`src/rtl/rot_word_pkg.sv`:
```
package rot_word_pkg;

  localparam int NUM_DIGITS = 6;
  localparam int CODE_W     = 3;
  localparam int SEG_W      = 7;
  localparam int SEL_W      = 3;

  typedef enum logic [CODE_W-1:0] {
    CH_D     = 3'd0,
    CH_E     = 3'd1,
    CH_ONE   = 3'd2,
    CH_ZERO  = 3'd3,
    CH_BLANK = 3'd4
  } char_e;

  // Character shown at a digit position when the rotation select is zero.
  function automatic logic [CODE_W-1:0] home_char(input int pos);
    case (pos)
      2:       home_char = CH_D;
      3:       home_char = CH_E;
      4:       home_char = CH_ONE;
      5:       home_char = CH_ZERO;
      default: home_char = CH_BLANK;
    endcase
  endfunction

  // Home-pattern index that lands on position pos after step left shifts.
  function automatic int rot_index(input int pos, input int step, input int n);
    rot_index = (pos + step) % n;
  endfunction

  // Active-low glyph, bit 0 = segment a ... bit 6 = segment g.
  function automatic logic [SEG_W-1:0] char_glyph(input logic [CODE_W-1:0] code);
    case (code)
      CH_D:    char_glyph = 7'b0100001;
      CH_E:    char_glyph = 7'b0000110;
      CH_ONE:  char_glyph = 7'b1111001;
      CH_ZERO: char_glyph = 7'b1000000;
      default: char_glyph = 7'b1111111;
    endcase
  endfunction

endpackage

```
`src/rtl/rot_char_mux.sv`:
```
module rot_char_mux
  import rot_word_pkg::*;
#(
  parameter int DIGIT_POS = 0,
  parameter int NUM_POS   = NUM_DIGITS,
  parameter int SW        = SEL_W,
  parameter int CW        = CODE_W
) (
  input  logic [SW-1:0] sel,
  output logic [CW-1:0] code,
  output logic          sel_in_range
);

  logic [CW-1:0] data_in [NUM_POS];

  // Constant data inputs, wired in the rotated order for this position.
  for (genvar k = 0; k < NUM_POS; k++) begin : g_const
    assign data_in[k] = CW'(home_char(rot_index(DIGIT_POS, k, NUM_POS)));
  end

  always_comb begin
    code         = CW'(CH_BLANK);
    sel_in_range = 1'b0;
    for (int k = 0; k < NUM_POS; k++) begin
      if (sel == SW'(k)) begin
        code         = data_in[k];
        sel_in_range = 1'b1;
      end
    end
  end

endmodule

```
`src/rtl/char_seg_decoder.sv`:
```
module char_seg_decoder
  import rot_word_pkg::*;
#(
  parameter int CW = CODE_W,
  parameter int GW = SEG_W
) (
  input  logic [CW-1:0] code,
  output logic [GW-1:0] seg_n,
  output logic          code_legal
);

  always_comb begin
    seg_n      = GW'(char_glyph(code));
    code_legal = (code <= CW'(CH_BLANK));
  end

endmodule

```
`src/rtl/rot_word_display.sv`:
```
module rot_word_display
  import rot_word_pkg::*;
(
  input  logic [2:0] rot_sel,
  output logic [6:0] seg_l0,
  output logic [6:0] seg_l1,
  output logic [6:0] seg_l2,
  output logic [6:0] seg_l3,
  output logic [6:0] seg_l4,
  output logic [6:0] seg_l5
);

  logic [NUM_DIGITS-1:0][SEG_W-1:0]  seg_bus;
  logic [NUM_DIGITS-1:0][CODE_W-1:0] code_bus;
  logic [NUM_DIGITS-1:0]             sel_hit;
  logic [NUM_DIGITS-1:0]             code_ok;
  logic                              sel_ok;

  for (genvar d = 0; d < NUM_DIGITS; d++) begin : g_digit
    rot_char_mux #(
      .DIGIT_POS(d), .NUM_POS(NUM_DIGITS), .SW(SEL_W), .CW(CODE_W)
    ) u_mux (
      .sel          (rot_sel),
      .code         (code_bus[d]),
      .sel_in_range (sel_hit[d])
    );
    char_seg_decoder #(.CW(CODE_W), .GW(SEG_W)) u_dec (
      .code       (code_bus[d]),
      .seg_n      (seg_bus[d]),
      .code_legal (code_ok[d])
    );
  end

  assign sel_ok = &sel_hit;

  assign seg_l0 = seg_bus[0];
  assign seg_l1 = seg_bus[1];
  assign seg_l2 = seg_bus[2];
  assign seg_l3 = seg_bus[3];
  assign seg_l4 = seg_bus[4];
  assign seg_l5 = seg_bus[5];

endmodule

```
`config.mk`:
```
export PLATFORM = sky130hd
export DESIGN_NAME = rot_word_display
export DESIGN_NICKNAME = d
export VERILOG_FILES = /design/src/rtl/rot_word_pkg.sv /design/src/rtl/rot_char_mux.sv /design/src/rtl/char_seg_decoder.sv /design/src/rtl/rot_word_display.sv
export SDC_FILE = /design/constraint.sdc
export NUM_CORES = 1
export LEC_CHECK = 0
export BUFFER_PORTS_ARGS = -buffer_cell sky130_fd_sc_hd__buf_2
export CAP_MARGIN = 20
export CORE_AREA = 2 2 39 41
export DETAILED_ROUTE_END_ITERATION = 16
export DIE_AREA = 0 0 41 43
export PLACE_DENSITY = 0.83
export REMOVE_ABC_BUFFERS = 1
export SYNTH_ARGS = -nofsm -noshare
export SYNTH_HDL_FRONTEND = slang
export SYNTH_SLANG_ARGS = --single-unit
```
`constraint.sdc`:
```
create_clock -name vclk -period 0.82
set_input_delay 0 -clock vclk [all_inputs]
set_output_delay 0 -clock vclk [all_outputs]
set_load 0.05 [all_outputs]
```
# == Yosys cells after proc, flatten, opt, wreduce, memory -nomap -nowiden ==
# Index checks and enable logic that the tools add are counted.
# totals
output_inout_bits,42
regBits,0
# classes
n_mux,39
n_reduce_logical,7
eq_ne,23
# ops
cell,n
case mux 7 bit (4 select lines),6
2-to-1 mux 3 bit,33
equality test 3 x 2 -> 1 bit (second input constant),14
equality test 3 x 1 -> 1 bit (second input constant),7
logical NOT 3 bit,7
equality test 3 bit (second input constant),2

# == Longest topological paths before layout ==
# Gate-level depths: netlist of the first run.
# depth
depth_word,9
depth_mapped,5

# == By module ==
# From an unflattened synthesis of the first run, not the netlist that was laid out.
# unflattened
cells_unflattened,84
area_unflattened_um2,528.0
# by_module_without_submodules
mod,cells_each,seq_area_each_um2,area_per_inst_um2,n_inst
char_seg_decoder,9,0.0,58.8,6
rot_char_mux (g_digit[1].u_mux),7,0.0,43.8,1
rot_char_mux (g_digit[5].u_mux),6,0.0,35.0,1
rot_char_mux (g_digit[3].u_mux),5,0.0,31.3,1
rot_char_mux (g_digit[0].u_mux),4,0.0,27.5,1
rot_char_mux (g_digit[2].u_mux),4,0.0,20.0,1
rot_char_mux (g_digit[4].u_mux),4,0.0,17.5,1

# == Worst setup path before layout of the first run ==
# OpenSTA, ideal clock, no wires.
# synth_path
path_type,input port to output port
from,in rot_sel[2]
to,out seg_l1[2]
arrival_ps,1801
n_path_buf,2
path_slack_ps,-981
stages,4
path_cell_list,buf_4 -> or2b_1 -> a21boi_1 -> buf_4
# synth_via
elab_chain_len,8
elab_cells_between_ends,15
classes_between,8 x eq/ne; 6 x mux; 1 x reduce/logical
# synth_lines
item,line_no,rtl
from (decl),rot_word_display.sv:4,"input logic [2:0] rot_sel,"
equality test 3 x 1 -> 1 bit,rot_char_mux.sv:25,if (sel == SW'(k)) begin
2-to-1 mux 3 bit (4 in a row),rot_char_mux.sv:25,
2-to-1 mux 3 bit *,rot_char_mux.sv:25,
"equality test 3 x 2 -> 1 bit, or another cell as far along",rot_word_pkg.sv:34,case (code)
case mux 7 bit (4 select lines) *,rot_word_pkg.sv:34,
to (decl),rot_word_display.sv:6,"output logic [6:0] seg_l1,"
# Every way passes the cells marked *; elsewhere a longest branch is shown, timed or not.

# == Worst setup path after layout of the first run ==
# layout_path
from,in rot_sel[1]
to,out seg_l0[3]
# layout_via
elab_chain_len,7
elab_cells_between_ends,13
classes_between,7 x eq/ne; 5 x mux; 1 x reduce/logical
# layout_lines
item,line_no,rtl
equality test 3 x 2 -> 1 bit,rot_char_mux.sv:25,
2-to-1 mux 3 bit (3 in a row),rot_char_mux.sv:25,
2-to-1 mux 3 bit *,rot_char_mux.sv:25,
"equality test 3 x 2 -> 1 bit, or another cell as far along",rot_word_pkg.sv:34,
case mux 7 bit (4 select lines) *,rot_word_pkg.sv:34,
to (decl),rot_word_display.sv:5,"output logic [6:0] seg_l0,"
# Marked as above.

==> Flow_metrics.wiki, run 1 <==
{| class="wikitable"
! Metric !! Value
|-
| Run status || completed
|-
| Post-detailed-placement cell area || 503 um2
|-
| Router iterations before antenna repair || 4
|-
| Portion of total power attributed to sequential cells || 0
|-
| Share of post-route cells with drive strength above 1 || 0.679
|-
| Slowest stage cell on the critical path || clkbuf_4
|-
| M1 GR Usage || 0.0981
|-
| Vias post-DR || 420
|-
| GR Overflow Total || 0
|-
| Int Pwr || 0.211 mW
|-
| Die height || 43 um
|-
| Total Die Area || 1760 um2
|-
| Number of port buffers || 45
|-
| Number of sequential cells in the layout || 0
|-
| Net count reported at finish || 89
|-
| Commonest non-fill, non-tap cells in the layout || buf_2 (23), buf_4 (19), inv_1 (6)
|-
| Number of hold-repair buffers added at the cts stage || 0
|-
| Met3 global-route usage || 0
|-
| Row cnt || 14
|-
| Power density normalized to cell area || 1520 nW/um2
|-
| Top-Level Pins || 45
|-
| Final setup vio count || 0
|-
| Critical path capture point type || output pin
|-
| Final routed wire length divided by cell count || 9.63 um
|-
| Worst vdd rail ir drop || 0.574 mV
|-
| Fin crit share || 0.945
|-
| Final Hold Fails || 0
|-
| Placer's final routability congestion estimate || 0.524
|-
| Crit Path Max Fanout || 11
|-
| Critical path, cell by cell || buf_4, nor2b_4, a21oi_1, clkbuf_4
|-
| Area used by sequential logic in the layout || 0 um2
|-
| Initial antenna violation count || 0
|-
| Wire length of the first global-routing pass || 1.07 mm
|-
| Maximum operating frequency || 1.29 GHz
|-
| Setup repair after global routing missed its margin || no
|-
| Vias per inst || 4.20
|-
| Worst-case setup slack after placement || -0.0998 ns
|-
| WP buf/inv || 2
|-
| Worst setup path class || input pin to output pin
|-
| Highest-utilization routing layer at the global route stage || met2
|-
| Largest net degree at the start of global routing || 18
|-
| Commonest non-fill, non-tap cell in the layout || buf_2
|-
| Switching share of power || 0.757
|-
| Launching instance or port of the critical path || rot_sel[1]
|-
| Vias in the first global route || 276
|-
| Post-layout instance area || 571 um2
|-
| DRT Wirelength || 963 um
|-
| Startpoint types || input pin
|-
| Post-route minimum period || 0.775 ns
|-
| Global router's overall resource usage || 0.0789
|-
| Worst setup margin || 0.0454 ns
|-
| DP HPWL || 715 um
|-
| Antenna Violating Nets Remaining || 0
|-
| Post-Synthesis Mean Instance Area || 7.02 um2
|-
| Die outline width || 41 um
|-
| Distinct cells, synth || 22
|-
| Sequential cell area fraction in the yosys report || 0
|-
| Cells resized by post-CTS repair || 5
|-
| Warnings, synthesis || 0
|-
| Number of instances in the synthesized netlist || 57
|-
| Actual transition at the worst max-transition pin || 0.206 ns
|-
| Synth Cell Area || 400 um2
|-
| Setup Fix Bufs, Post-CTS || 0
|-
| Worst-case headroom to the max-slew limit || 0.859
|-
| Clock network power share || 0
|-
| Class of the most critical hold timing path || input pin to output pin
|-
| Leakage power || 0.303 nW
|-
| Combinational Power Share || 1.000
|-
| Slowest stage delay, CP || 0.28 ns
|-
| Hold path startpoint || rot_sel[0]
|-
| Critical Path AT || 0.77 ns
|-
| Final count of pins violating max slew || 0
|-
| Antenna diode count || 0
|-
| Post-detailed-route DRC marker count || 0
|-
| Number of maximum-capacitance constraint violations || 0
|-
| Switching Power || 0.658 mW
|-
| Top delay family on crit path || buffers and inverters
|-
| Core area || 1380 um2
|-
| Final-layout clock buffer total || 0
|-
| Met2 track demand over resource in global routing || 0.150
|-
| Required time of the worst setup path || 0.82 ns
|-
| Number of DRC markers in iteration 0 || 6
|-
| Synthesis-to-layout area growth || 42.5%
|-
| Initial Util || 0.289
|}
## power groups by stage
stage	combinational [mW]	sequential, mW	clock [mW]
floorplan	0.622	0	0
detailed placement	0.813	0	0
finish	0.869	0	0
global route	0.907	0	0
global placement	0.807	0	0
CTS	0.826	0	0
## cells in the mapped netlist
master    count  area, um2
nor3b_2       1       12.5
a21o_1        1       7.51
a21oi_1       4       20.0
mux2i_1       1       10.0
nor2b_4       2       27.5
o21a_1        1       7.51
xor2_1        1       8.76
nand2_1       4       15.0
and2_4        1       8.76
buf_6         2       22.5
xor2_2        1       16.3
buf_4        20        150
nand2b_1      1       6.26
a21boi_1      1       7.51
or2_1         2       12.5
or2_2         1       6.26
nand3b_1      1       7.51
o21ai_0       1       5.00
nor2_1        3       11.3
or2b_1        1       7.51
inv_1         6       22.5
a22oi_1       1       7.51
## worst paths after layout
check             slack, ns        end  depth (start not counted)
setup / recovery       0.05  seg_l0[3]                          4
hold / removal         0.42  seg_l5[4]                          3
## metrics by stage
step	total power, mW	TNS, ns	instances	hold slack [ns]	util
floorplan	0.622	-14.11	35	0.245	-
global placement	0.807	-0.187	100	0.515	0.363
detailed placement	0.813	-0.738	100	0.531	0.363
CTS	0.826	-0.152	100	0.502	0.373
global route	0.907	0	100	0.423	0.412
finish	0.869	0	100	0.416	0.412
## routing by layer
metal,up-vias,routed length (um)
li1,211,-
met1,186,374
met2,23,517
met3,0,71
met4,0,0
met5,-,0
## area by class of cell
class	instances	area, um2
inverter	6	22.5
timing repair buffer	49	318
multi-input combinational	29	210
fill	150	813
tap	16	20.0
## logic make-up (layout without fill, tap and decap cells)
family                    Yosys count  after routing  synth area share
buffers and inverters              28             55             0.487
and+or+nand+nor                    17             17             0.288
AOI/OAI and AO/OA                   9              9             0.138
xor gates and xnor gates            2              2            0.0625
muxes                               1              1            0.0250
(Power assumes the default switching activity.)
==> inputs of run 2 (changes only) <==
ABC_AREA = 1   (was default)
PLACE_DENSITY = 0.79   (was 0.83)
==> Flow_metrics.wiki, run 2 <==
{| class="wikitable"
! Metric !! Value
|-
| Core area || 1380 um2 (unchanged)
|-
| Overall Power || 0.994 mW (was 0.869 mW)
|-
| Post-route minimum period || 0.789 ns (was 0.775 ns)
|-
| Required time of the worst setup path || 0.82 ns (about the same)
|-
| Commonest non-fill, non-tap cells in the layout || buf_2 (24), nand2_1 (23), buf_4 (18) (was buf_2 (23), buf_4 (19), inv_1 (6))
|-
| Leading post-synthesis cells by instance count || nand2_1 (26), buf_4 (18), inv_1 (12), nand3_1 (3) (was buf_4 (20), inv_1 (6), a21oi_1 (4), nand2_1 (4), nor2_1 (3))
|-
| Global router's overall resource usage || 0.120 (was 0.0789)
|-
| Total Die Area || 1760 um2 (unchanged)
|-
| Actual transition at the worst max-transition pin || 0.255 ns (was 0.206 ns)
|-
| Clock network power share || 0 (about the same)
|-
| Portion of total power attributed to sequential cells || 0 (about the same)
|-
| Wire length of the first global-routing pass || 1.54 mm (was 1.07 mm)
|-
| Vias per inst || 4.30 (was 4.20)
|-
| Setup repair after global routing missed its margin || yes (was no)
|-
| Area share of the largest cell type after synthesis || 0.384 (was 0.375)
|-
| Worst-case headroom to the max-slew limit || 0.831 (was 0.859)
|-
| Distinct cells, synth || 12 (was 22)
|-
| GR Overflow Total || 0 (unchanged)
|-
| Worst setup margin || 0.0314 ns (was 0.0454 ns)
|-
| Setup Fix Bufs, Post-CTS || 0 (unchanged)
|-
| Die outline width || 41 um (unchanged)
|-
| Critical path, cell by cell || buf_6, buf_4, nand2_1, nand2_1, nand2_1, clkbuf_4 (was buf_4, nor2b_4, a21oi_1, clkbuf_4)
|-
| Worst-case setup slack after placement || -0.111 ns (was -0.0998 ns)
|-
| Post-detailed-placement cell area || 539 um2 (was 503 um2)
|-
| Switching Power || 0.737 mW (was 0.658 mW)
|-
| Cell repeated most along the worst path || nand2_1
|-
| Commonest non-fill, non-tap cell in the layout || buf_2 (unchanged)
|-
| Placed Instances || 122 (was 100)
|-
| Cell type contributing the most total cell area after synthesis || buf_4 (unchanged)
|-
| Leakage power || 0.432 nW (was 0.303 nW)
|-
| Final routed wire length divided by cell count || 10.4 um (was 9.63 um)
|-
| Combinational Power Share || 1.000 (about the same)
|-
| Fill cell total of the finished layout || 131 (was 150)
|-
| Worst setup path class || input pin to output pin (unchanged)
|-
| Number of port buffers || 45 (unchanged)
|-
| Final Non-Filler Cells || 122 (was 100)
|-
| Number of DRC markers in iteration 0 || 4 (was 6)
|-
| Critical Path AT || 0.79 ns (was 0.77 ns)
|-
| Sequential cell area fraction in the yosys report || 0 (unchanged)
|-
| Antenna diode count || 0 (unchanged)
|-
| Final hold slack || 0.454 ns (was 0.416 ns)
|-
| DRT Wirelength || 1.27 mm (was 963 um)
|-
| Vias post-DR || 525 (was 420)
|-
| Critical path capture point type || output pin (unchanged)
|-
| Number of sequential cells in the layout || 0 (unchanged)
|-
| Final-layout clock buffer total || 0 (unchanged)
|-
| Share of post-route cells with drive strength above 1 || 0.642 (was 0.679)
|-
| Largest net degree at the start of global routing || 8 (was 18)
|-
| Top-Level Pins || 45 (unchanged)
|-
| Int Pwr || 0.258 mW (was 0.211 mW)
|-
| Number of hold-repair buffers added at the cts stage || 0 (unchanged)
|-
| Initial antenna violation count || 0 (unchanged)
|-
| Router iterations before antenna repair || 4 (unchanged)
|-
| Crit Path Max Fanout || 7 (was 11)
|-
| Placer's final routability congestion estimate || 0.608 (was 0.524)
|-
| Run status || completed (unchanged)
|-
| Post-Synthesis Mean Instance Area || 5.10 um2 (was 7.02 um2)
|-
| Warnings, synthesis || 0 (unchanged)
|-
| Post-layout instance area || 686 um2 (was 571 um2)
|-
| Die height || 43 um (unchanged)
|-
| Slowest stage cell on the critical path || clkbuf_4 (unchanged)
|-
| Initial Util || 0.254 (was 0.289)
|-
| Row cnt || 14 (unchanged)
|-
| Most area-consuming cells after synthesis || buf_4 (38%), nand2_1 (28%), inv_1 (13%) (was buf_4 (38%), nor2b_4 (6.9%), buf_6 (5.6%))
|-
| DP HPWL || 924 um (was 715 um)
|-
| Most repeated cell in the gate-level netlist after synthesis || nand2_1 (was buf_4)
|-
| Number of instances in the synthesized netlist || 69 (was 57)
|-
| Area used by sequential logic in the layout || 0 um2 (unchanged)
|-
| Fin crit share || 0.962 (was 0.945)
|-
| Final count of pins violating max slew || 0 (unchanged)
|-
| Startpoint types || input pin (unchanged)
|-
| Power density normalized to cell area || 1450 nW/um2 (was 1520 nW/um2)
|-
| Final setup vio count || 0 (unchanged)
|-
| Switching share of power || 0.741 (was 0.757)
|-
| Maximum operating frequency || 1.27 GHz (was 1.29 GHz)
|-
| Final Hold Fails || 0 (unchanged)
|-
| Slowest stage delay, CP || 0.23 ns (was 0.28 ns)
|-
| Synth Cell Area || 352 um2 (was 400 um2)
|-
| Antenna Violating Nets Remaining || 0 (unchanged)
|-
| Worst vdd rail ir drop || 0.534 mV (was 0.574 mV)
|-
| Class of the most critical hold timing path || input pin to output pin (unchanged)
|-
| Post-detailed-route DRC marker count || 0 (unchanged)
|-
| Vias in the first global route || 402 (was 276)
|-
| Synthesis-to-layout area growth || 95.0% (was 42.5%)
|-
| Net count reported at finish || 111 (was 89)
|-
| Number of maximum-capacitance constraint violations || 0 (unchanged)
|}
run 2: layer usage:
layer  GRT usage  routed length [um]  up-vias
li1            -                   -      261
met1       0.114                 416      238
met2       0.263                 782       26
met3           0                  72        0
met4           0                   0        0
met5           0                   0        -
run 2: critical path, delay by kind of cell:
family / cells / cell delay [ns]
AND/OR/NAND/NOR: 3 / 0.29
buffers and inverters: 3 / 0.49
run 2: timing repair:
item,CTS,global route
endpoints found under the setup margin,22,28
gates resized for setup,23,27
pin swaps,4,4
endpoints found under the hold margin,0,0
run 2: layout make-up:
type / instances / area (um2) / share of cell area
inverters: 13 / 58.8 / 0.0858
multi-input cells: 37 / 208 / 0.303
repair buffers: 56 / 399 / 0.582
well taps: 16 / 20.0 / 0.0292
run 2: logic make-up (layout without fill, tap and decap cells):
| logic type | count (synthesis) | count (layout) | synth area share |
|---|---|---|---|
| AOI/OAI and AO/OA | 5 | 5 | 0.0925 |
| and+or+nand+nor | 32 | 32 | 0.370 |
| buffers and inverters | 32 | 69 | 0.537 |
run 2: final timing paths:
kind	cells after the start	slack, ns	to	start
setup / recovery	6	0.03	seg_l3[1]	rot_sel[0]
hold / removal	4	0.45	seg_l5[4]	rot_sel[0]
run 2: per-stage QoR:
step | setup TNS (ns) | util
floorplan | -16.64 | -
finish | 0 | 0.495
global placement | -0.410 | 0.390
global route | -0.154 | 0.495
detailed placement | -0.745 | 0.390
CTS | -0.0112 | 0.439
run 2: power groups by stage:
stage	sequential (mW)	combinational [mW]	clock (mW)
3_5_place_dp	0	0.877	0
6_report	0	0.994	0
3_3_place_gp	0	0.872	0
4_1_cts	0	0.931	0
5_1_grt	0	1.04	0
2_1_floorplan	0	0.660	0
==> inputs of run 3 (changes only) <==
SETUP_SLACK_MARGIN = 0.3   (was default)
==> Flow_metrics.wiki, run 3 (synthesized netlist as in run 2, its figures left out) <==
{| class="wikitable"
! Metric !! Value
|-
| Vias post-DR || 625 (was 525)
|-
| Run status || finished, violations left (was completed)
|-
| Placer's final routability congestion estimate || 0.608 (unchanged)
|-
| Power density normalized to cell area || 1170 nW/um2 (was 1450 nW/um2)
|-
| Antenna diode count || 0 (unchanged)
|-
| WL met1 || 1.05 mm (was 416 um)
|-
| Overall Power || 1.39 mW (was 0.994 mW)
|-
| Final-layout clock buffer total || 0 (unchanged)
|-
| Number of maximum-capacitance constraint violations || 0 (unchanged)
|-
| Post-detailed-route DRC marker count || 0 (unchanged)
|-
| Share of post-route cells with drive strength above 1 || 0.856 (was 0.642)
|-
| Commonest non-fill, non-tap cell in the layout || buf_6 (was buf_2)
|-
| Router iterations before antenna repair || 4 (unchanged)
|-
| Critical path, cell by cell || buf_12, inv_8, nand3_2, o211ai_1, nand2_1, buf_6 (was buf_6, buf_4, nand2_1, nand2_1, nand2_1, clkbuf_4)
|-
| Initial antenna violation count || 0 (unchanged)
|-
| Final Hold Fails || 0 (unchanged)
|-
| Commonest non-fill, non-tap cells in the layout || buf_6 (28), buf_8 (21), nand2_1 (11) (was buf_2 (24), nand2_1 (23), buf_4 (18))
|-
| Core area || 1380 um2 (unchanged)
|-
| Final hold slack || 0.439 ns (was 0.454 ns)
|-
| WP buf/inv || 3 (unchanged)
|-
| Vias in the first global route || 571 (was 402)
|-
| Worst-case headroom to the max-slew limit || 0.838 (was 0.831)
|-
| Critical Path AT || 0.84 ns (was 0.79 ns)
|-
| Startpoint types || input pin (unchanged)
|-
| Final setup vio count || 8 (was 0)
|-
| Die outline width || 41 um (unchanged)
|-
| Die height || 43 um (unchanged)
|-
| Largest net degree at the start of global routing || 8 (unchanged)
|-
| Global router's overall resource usage || 0.234 (was 0.120)
|-
| Required time of the worst setup path || 0.82 ns (about the same)
|-
| Critical path capture point type || output pin (unchanged)
|-
| Wire length of the first global-routing pass || 2.88 mm (was 1.54 mm)
|-
| Net count reported at finish || 116 (was 111)
|-
| Vias per inst || 4.92 (was 4.30)
|-
| Highest metal layer with signal wires || met4 (was met3)
|-
| Class of the most critical hold timing path || input pin to output pin (unchanged)
|-
| Number of hold-repair buffers added at the cts stage || 0 (unchanged)
|-
| DP HPWL || 924 um (unchanged)
|-
| Worst setup path class || input pin to output pin (unchanged)
|-
| Actual transition at the worst max-transition pin || 0.241 ns (was 0.255 ns)
|-
| Final count of pins violating max slew || 0 (unchanged)
|-
| Number of DRC markers in iteration 0 || 12 (was 4)
|-
| Top delay family on crit path || buffers and inverters (unchanged)
|-
| Worst-case setup slack after placement || -0.111 ns (unchanged)
|-
| Fin crit share || 1.03 (was 0.962)
|-
| Violated checks || negative setup slack
|-
| Met3 Wirelength || 213 um (was 72 um)
|-
| Top-Level Pins || 45 (unchanged)
|-
| Row cnt || 14 (unchanged)
|-
| Final routed wire length divided by cell count || 19.9 um (was 10.4 um)
|-
| Maximum operating frequency || 1.19 GHz (was 1.27 GHz)
|-
| Number of sequential cells in the layout || 0 (unchanged)
|-
| DRT Wirelength || 2.53 mm (was 1.27 mm)
|-
| Worst vdd rail ir drop || 0.784 mV (was 0.534 mV)
|-
| Slowest stage delay, CP || 0.18 ns (was 0.23 ns)
|-
| Slowest stage cell on the critical path || buf_6 (was clkbuf_4)
|-
| Fill cell total of the finished layout || 59 (was 131)
|-
| Synthesis-to-layout area growth || 237% (was 95.0%)
|-
| Total negative slack for setup checks || -0.125 ns (was 0 ns)
|-
| Met2 WL || 1.19 mm (was 782 um)
|-
| Worst setup margin || -0.0213 ns (was 0.0314 ns)
|-
| Total Die Area || 1760 um2 (unchanged)
|-
| Antenna Violating Nets Remaining || 0 (unchanged)
|-
| Leakage power || 0.618 nW (was 0.432 nW)
|-
| Setup repair after global routing missed its margin || yes (unchanged)
|-
| GR Overflow Total || 0 (unchanged)
|-
| Area used by sequential logic in the layout || 0 um2 (unchanged)
|-
| Post-route minimum period || 0.841 ns (was 0.789 ns)
|-
| Number of port buffers || 45 (unchanged)
|-
| Initial Util || 0.254 (unchanged)
|-
| Crit Path Max Fanout || 5 (was 7)
|}
run 3: area by class of cell:
type                       instances  area (um2)  area share
tap                               16        20.0      0.0169
timing repair buffer              61         758       0.639
inverter                          13        76.3      0.0643
multi-input combinational         37         332       0.280
run 3: what timing repair did:
action | in CTS | in global routing
resized for setup | 118 | 64
setup buffers | 1 | 4
setup endpoints to repair | 42 | 42
pin swaps | 9 | 8
run 3: path summary, 6_finish.rpt:
| check | cells past startpoint | end | startpoint |
|---|---|---|---|
| max | 6 | seg_l5[3] | rot_sel[2] |
| min | 4 | seg_l2[6] | rot_sel[1] |
run 3: routing by layer:
| metal | vias to the layer above | GRT usage |
|---|---|---|
| li1 | 274 | - |
| met1 | 298 | 0.278 |
| met2 | 47 | 0.409 |
| met3 | 6 | 0.0262 |
| met4 | 0 | 0.0667 |
| met5 | - | 0 |
run 3: power breakdown:
| part | total, mW | switching (mW) | leakage (nW) | internal, mW |
|---|---|---|---|---|
| Sequential | 0 | 0 | 0 | 0 |
| Clock | 0 | 0 | 0 | 0 |
| Combinational | 1.39 | 0.887 | 0.618 | 0.504 |
| Total | 1.39 | 0.887 | 0.618 | 0.504 |
run 3: metrics by stage:
step	util	cells	instance area, um2
global placement	0.390	122	539
detailed placement	0.390	122	539
CTS	0.665	123	921
global route	0.857	127	1190
floorplan	-	50	211
finish	0.857	127	1190
